[config.mk]
export PLATFORM = sky130hd
export DESIGN_NAME = ptp_stamp_capture
export DESIGN_NICKNAME = d
export VERILOG_FILES = /design/src/rtl/ptp_stamp_pkg.sv /design/src/rtl/ptp_rst_sync.sv /design/src/rtl/ptp_tx_slot.sv /design/src/rtl/ptp_rx_slot.sv /design/src/rtl/ptp_rd_mux.sv /design/src/rtl/ptp_stamp_capture.sv
export SDC_FILE = /design/constraint.sdc
export NUM_CORES = 1
export LEC_CHECK = 0
export BUFFER_PORTS_ARGS = -buffer_cell sky130_fd_sc_hd__buf_2
export CORE_AREA = 2 2 143 145
export CTS_CLUSTER_SIZE = 40
export DETAILED_ROUTE_END_ITERATION = 16
export DIE_AREA = 0 0 145 147
export PLACE_DENSITY = 0.73
export SLEW_MARGIN = 20
export SYNTH_ARGS = -nofsm -noshare
export SYNTH_HDL_FRONTEND = slang
export SYNTH_HIERARCHICAL = 1
export SYNTH_SLANG_ARGS = --single-unit
[constraint.sdc]
create_clock -name clk -period 14.2 [get_ports clk]
set_input_delay 2.84 -clock clk [delete_from_list [all_inputs] [get_ports clk]]
set_output_delay 2.84 -clock clk [all_outputs]
set_load 0.005 [all_outputs]
[src/rtl/ptp_stamp_pkg.sv]
`timescale 1ns/1ps
package ptp_stamp_pkg;
  localparam int ADDR_W = 3;
  typedef logic [ADDR_W-1:0] addr_t;
  localparam addr_t ADDR_TX_LO  = 3'd0;
  localparam addr_t ADDR_TX_HI  = 3'd1;
  localparam addr_t ADDR_RX_LO  = 3'd2;
  localparam addr_t ADDR_RX_HI  = 3'd3;
  localparam addr_t ADDR_RX_SEQ = 3'd4;
endpackage

[src/rtl/ptp_rst_sync.sv]
`timescale 1ns/1ps
// Asynchronous assert, synchronous release.
module ptp_rst_sync #(
  parameter int STAGES = 2
) (
  input  logic clk,
  input  logic rst_n,
  output logic rst_n_sync
);
  logic [STAGES-1:0] chain_q;
  logic [STAGES-1:0] chain_d;

  always_comb begin
    chain_d = {chain_q[STAGES-2:0], 1'b1};
  end

  always_ff @(posedge clk or negedge rst_n) begin
    if (!rst_n) chain_q <= '0;
    else        chain_q <= chain_d;
  end

  assign rst_n_sync = chain_q[STAGES-1];
endmodule

[src/rtl/ptp_tx_slot.sv]
`timescale 1ns/1ps
// Transmit capture with freeze: low read freezes, high read releases.
module ptp_tx_slot #(
  parameter int TS_W = 63
) (
  input  logic            clk,
  input  logic            rst_n,
  input  logic [TS_W-1:0] time_now,
  input  logic            tx_event,
  input  logic            lo_rd,
  input  logic            hi_rd,
  output logic [TS_W-1:0] stamp,
  output logic            frozen
);
  logic [TS_W-1:0] stamp_q, stamp_d;
  logic            frozen_q, frozen_d;
  logic            capture;

  always_comb begin
    // an event in the freezing read cycle is dropped so the read stays coherent
    capture  = tx_event & ~frozen_q & ~lo_rd;
    stamp_d  = capture ? time_now : stamp_q;
    frozen_d = frozen_q;
    if (lo_rd)      frozen_d = 1'b1;
    else if (hi_rd) frozen_d = 1'b0;
  end

  always_ff @(posedge clk or negedge rst_n) begin
    if (!rst_n) begin
      stamp_q  <= '0;
      frozen_q <= 1'b0;
    end else begin
      stamp_q  <= stamp_d;
      frozen_q <= frozen_d;
    end
  end

  assign stamp  = stamp_q;
  assign frozen = frozen_q;
endmodule

[src/rtl/ptp_rx_slot.sv]
`timescale 1ns/1ps
// Receive capture with fresh flag and overwrite policy.
module ptp_rx_slot #(
  parameter int TS_W  = 63,
  parameter int SEQ_W = 16
) (
  input  logic             clk,
  input  logic             rst_n,
  input  logic [TS_W-1:0]  time_now,
  input  logic [SEQ_W-1:0] seq_in,
  input  logic             rx_event,
  input  logic             lock_policy,
  input  logic             hi_rd,
  output logic [TS_W-1:0]  stamp,
  output logic [SEQ_W-1:0] seq,
  output logic             fresh
);
  logic [TS_W-1:0]  stamp_q, stamp_d;
  logic [SEQ_W-1:0] seq_q, seq_d;
  logic             fresh_q, fresh_d;
  logic             capture;

  always_comb begin
    capture = rx_event & ~(lock_policy & fresh_q);
    stamp_d = capture ? time_now : stamp_q;
    seq_d   = capture ? seq_in   : seq_q;
    fresh_d = fresh_q;
    if (capture)    fresh_d = 1'b1;
    else if (hi_rd) fresh_d = 1'b0;
  end

  always_ff @(posedge clk or negedge rst_n) begin
    if (!rst_n) begin
      stamp_q <= '0;
      seq_q   <= '0;
      fresh_q <= 1'b0;
    end else begin
      stamp_q <= stamp_d;
      seq_q   <= seq_d;
      fresh_q <= fresh_d;
    end
  end

  assign stamp = stamp_q;
  assign seq   = seq_q;
  assign fresh = fresh_q;
endmodule

[src/rtl/ptp_rd_mux.sv]
`timescale 1ns/1ps
// Registered read-back: loads the selected word on a read strobe, holds otherwise.
module ptp_rd_mux
  import ptp_stamp_pkg::*;
#(
  parameter int TS_W   = 63,
  parameter int WORD_W = 32,
  parameter int SEQ_W  = 16
) (
  input  logic              clk,
  input  logic              rst_n,
  input  logic              rd_en,
  input  addr_t             rd_addr,
  input  logic [TS_W-1:0]   tx_stamp,
  input  logic [TS_W-1:0]   rx_stamp,
  input  logic [SEQ_W-1:0]  rx_seq,
  input  logic              rx_fresh,
  output logic [WORD_W-1:0] rd_data
);
  // high word carries the TS_W-WORD_W upper bits under one flag bit
  localparam int HI_W = TS_W - WORD_W;

  logic [WORD_W-1:0] data_q, data_d, word_sel;

  always_comb begin
    case (rd_addr)
      ADDR_TX_LO:  word_sel = tx_stamp[WORD_W-1:0];
      ADDR_TX_HI:  word_sel = {1'b0, tx_stamp[TS_W-1:WORD_W]};
      ADDR_RX_LO:  word_sel = rx_stamp[WORD_W-1:0];
      ADDR_RX_HI:  word_sel = {rx_fresh, rx_stamp[WORD_W+HI_W-1:WORD_W]};
      ADDR_RX_SEQ: word_sel = {{(WORD_W-SEQ_W){1'b0}}, rx_seq};
      default:     word_sel = '0;
    endcase
    data_d = rd_en ? word_sel : data_q;
  end

  always_ff @(posedge clk or negedge rst_n) begin
    if (!rst_n) data_q <= '0;
    else        data_q <= data_d;
  end

  assign rd_data = data_q;
endmodule

[src/rtl/ptp_stamp_capture.sv]
`timescale 1ns/1ps
module ptp_stamp_capture
  import ptp_stamp_pkg::*;
#(
  parameter int TS_W   = 63,
  parameter int WORD_W = 32,
  parameter int SEQ_W  = 16
) (
  input  logic              clk,
  input  logic              rst_n,
  input  logic [TS_W-1:0]   time_now,
  input  logic              tx_event,
  input  logic              rx_event,
  input  logic [SEQ_W-1:0]  rx_seq_id,
  input  logic              rx_lock_policy,
  input  logic              rd_en,
  input  logic [ADDR_W-1:0] rd_addr,
  output logic [WORD_W-1:0] rd_data
);
  logic             rst_n_s;
  logic             tx_lo_rd, tx_hi_rd, rx_hi_rd;
  logic [TS_W-1:0]  tx_stamp, rx_stamp;
  logic [SEQ_W-1:0] rx_seq;
  logic             tx_frozen, rx_fresh;

  assign tx_lo_rd = rd_en & (rd_addr == ADDR_TX_LO);
  assign tx_hi_rd = rd_en & (rd_addr == ADDR_TX_HI);
  assign rx_hi_rd = rd_en & (rd_addr == ADDR_RX_HI);

  ptp_rst_sync #(.STAGES(2)) u_rst (
    .clk(clk), .rst_n(rst_n), .rst_n_sync(rst_n_s)
  );

  ptp_tx_slot #(.TS_W(TS_W)) u_tx (
    .clk(clk), .rst_n(rst_n_s), .time_now(time_now), .tx_event(tx_event),
    .lo_rd(tx_lo_rd), .hi_rd(tx_hi_rd), .stamp(tx_stamp), .frozen(tx_frozen)
  );

  ptp_rx_slot #(.TS_W(TS_W), .SEQ_W(SEQ_W)) u_rx (
    .clk(clk), .rst_n(rst_n_s), .time_now(time_now), .seq_in(rx_seq_id),
    .rx_event(rx_event), .lock_policy(rx_lock_policy), .hi_rd(rx_hi_rd),
    .stamp(rx_stamp), .seq(rx_seq), .fresh(rx_fresh)
  );

  ptp_rd_mux #(.TS_W(TS_W), .WORD_W(WORD_W), .SEQ_W(SEQ_W)) u_rd (
    .clk(clk), .rst_n(rst_n_s), .rd_en(rd_en), .rd_addr(rd_addr),
    .tx_stamp(tx_stamp), .rx_stamp(rx_stamp), .rx_seq(rx_seq),
    .rx_fresh(rx_fresh), .rd_data(rd_data)
  );
endmodule

==> results.toml <==
[status]
run_status = "complete, no violations"

[yosys]
syn_area_per_cell_um2 = 16.1
synth_nets = 623
yosysUniqueCellTypes = 36
ys_warn_count = 6
synth-seq-area-share_pct = 51.8
netlist_area_mm2 = 0.00860
ys.flop_type = "dfrtp_1"
netlist_instances = 535
synth-edff-count = 0
synth-seq-cells = 178
async_flop_share_pct = 100

[floorplan]
io_pins = 120
fp.dieH_um = 147
core_mm2 = 0.0198
die_x_um = 145
num_rows = 52
start_util_pct = 43.3
dieArea_mm2 = 0.0213

[cts]
clock_path_buffers = 2
clk_pin_slew_ns = 0.06
ctsResizeCount = 0
hold_buffers = 0
cts_made_buffers = 17
clock-sinks = 178
htreeDepth = 4
clock-root-buffer = "clkbuf_16"
postCtsSetupBuffers = 0
clk_latency_ns = 0.43
cts_tree = "built"

[critical_path]
worst_r2r_path_depth = 4
start_kind = "input pin"
crit_path_max_fanout = 69
end_kind = "flip-flop"
worstPathArrival_ns = 5.74
required_ns = 14.51
worstSetupPathType = "input pin to flip-flop"

[placed_design]
dp_hpwl_mm = 12.1
port-buffer-count = 119
gp_congestion = 0.766

[pwr]
p_per_area_mw_per_mm2 = 149
p_leak_nw = 4.54
finalPower_mw = 1.46
ir_drop_v = 0.0000896

[global_route]
globalRouteTotalUtil_pct = 18.4
gr-total-overflow = 0
antenna_found_initial = 4
grt_max_degree = 74
grt_pass1_vias = 5577
grt_pass1_wl_mm = 30.8

[hold_path]
hp-class = "flip-flop to asynchronous set/reset pin"

[sta]
max_slew_margin_pct = 36.2
period_share_pct = 38.2
hold_viol_final = 0
setup_violations = 0
skew_ns = 0.00680
tightest_slew_ns = 0.957
rsz0062_at_grt = "false"
fmax_ghz = 0.184
totalNegativeSetupSlack_ns = 0
slew_viol_final = 0
fin_crit_ns = 5.43

[cells_and_area]
nets = 731
area_growth_pct = 13.6
drive_gt1_share_pct = 52.4
fillerInstances = 1678

[route]
num_vias = 4883
drt-total-wl_mm = 18.9
via_per_inst = 5.26
drtIter0Drc = 359
drc = 0
post_drt_wl_per_cell_um = 20.3
detail-route-antenna-nets = 0
firstDrtPassIters = 6

[run]
drv_cap = 0
-- kinds of logic after synthesis --
logic type | Yosys count | synth area share, %
flip-flops | 178 | 51.8
multiplexers | 174 | 31.2
AO/OA/AOI/OAI | 68 | 6.40
buffers and inverters | 58 | 6.12
AND/OR/NAND/NOR | 56 | 4.41
other | 1 | 0.0436
-- through the flow --
stage	std cells	area, um2	hold WS, ns	worst slack, ns	util [%]
floorplan	535	8600	0.331	8.87	-
global placement	893	9160	0.338	8.04	46.2
detailed placement	893	9160	0.336	7.94	46.2
CTS	925	9750	0.350	8.39	49.1
global route	928	9770	0.353	8.60	49.2
finish	929	9770	0.330	8.77	49.2
-- sequential cells by signal (all words and copies together), names as in the netlist --
signal and flops:
u_tx/frozen 1, u_rx/fresh 1, u_rx/stamp 63, u_rx/seq 16
u_rst/chain_q 2, u_rd/rd_data 32, u_tx/stamp 63
-- metal layers --
layer  vias to the layer above  GRT usage, %  share of wire [%]
met5                         -             0              0.085
met4                         2          7.03                2.0
met3                        29          4.22                4.5
met2                       129          30.2                 49
met1                      2555          24.0                 44
li1                       2168             -                  -
-- final timing paths --
path                                  startpoint          endpoint  slack, ns
worst max-delay path                  rd_addr[0]    u_tx/stamp[57]       8.77
worst min-delay path            u_rst/chain_q[1]  u_rd/rd_data[30]       0.33
worst max register to register       u_tx/frozen    u_tx/stamp[57]      11.70
worst min register to register  u_rst/chain_q[1]  u_rd/rd_data[30]       0.33
max in group asynchronous                  rst_n  u_rst/chain_q[1]      11.91
min in group clk                u_rst/chain_q[0]  u_rst/chain_q[1]       0.35
-- Yosys cell counts, types with 2 or more instances --
cell       instances  area, um2
mux4_2            15        338
clkbuf_1           9       33.8
nor2_1            16       60.1
buf_4              4       30.0
dfrtp_1          178       4450
o2bb2ai_1         16        140
mux2_2             9        101
mux2_4           149       2240
a221oi_1          10       87.6
buf_2              5       25.0
a21oi_1           15       75.1
buf_6              2       22.5
a21o_1            16        120
a221oi_2           5       75.1
inv_1             19       71.3
buf_12            16        320
nand3b_1          32        240
-- area by class of cell --
cell class | instances | area (um2) | share of cell area, %
clock inverters | 12 | 130 | 1.33
diodes | 3 | 7.51 | 0.0769
inverters | 19 | 71.3 | 0.730
flip-flops and latches | 178 | 4460 | 45.6
multi-input cells | 299 | 3630 | 37.2
clock buffers | 20 | 457 | 4.68
repair buffers | 128 | 673 | 6.89
well taps | 270 | 338 | 3.46
-- where the power goes --
part	switching [mW]	leakage (nW)	total, mW	internal, mW
combinational	0.106	2.16	0.305	0.199
sequential	0.0691	2.10	0.683	0.614
clock	0.199	0.287	0.468	0.269
total	0.374	4.54	1.46	1.08
-- layout by cell type, fill, tap and decap left out, types with 15 or more instances in the layout --
cell,netlist,final
dfrtp_1,178,177
mux2_4,149,149
buf_2,5,118
nand3b_1,32,32
inv_1,19,18
clkbuf_16,0,17
o2bb2ai_1,16,16
a21o_1,16,16
nor2_1,16,16
mux4_2,15,15
a21oi_1,15,15
-- critical path, stage by stage --
cell and delay (ns):
buf_4 0.71, nor4b_2 0.19, nor3b_4 0.54, buf_8 0.24, buf_4 0.72, mux2_2 0.41
Note: power is estimated with default switching activity, not from simulation.
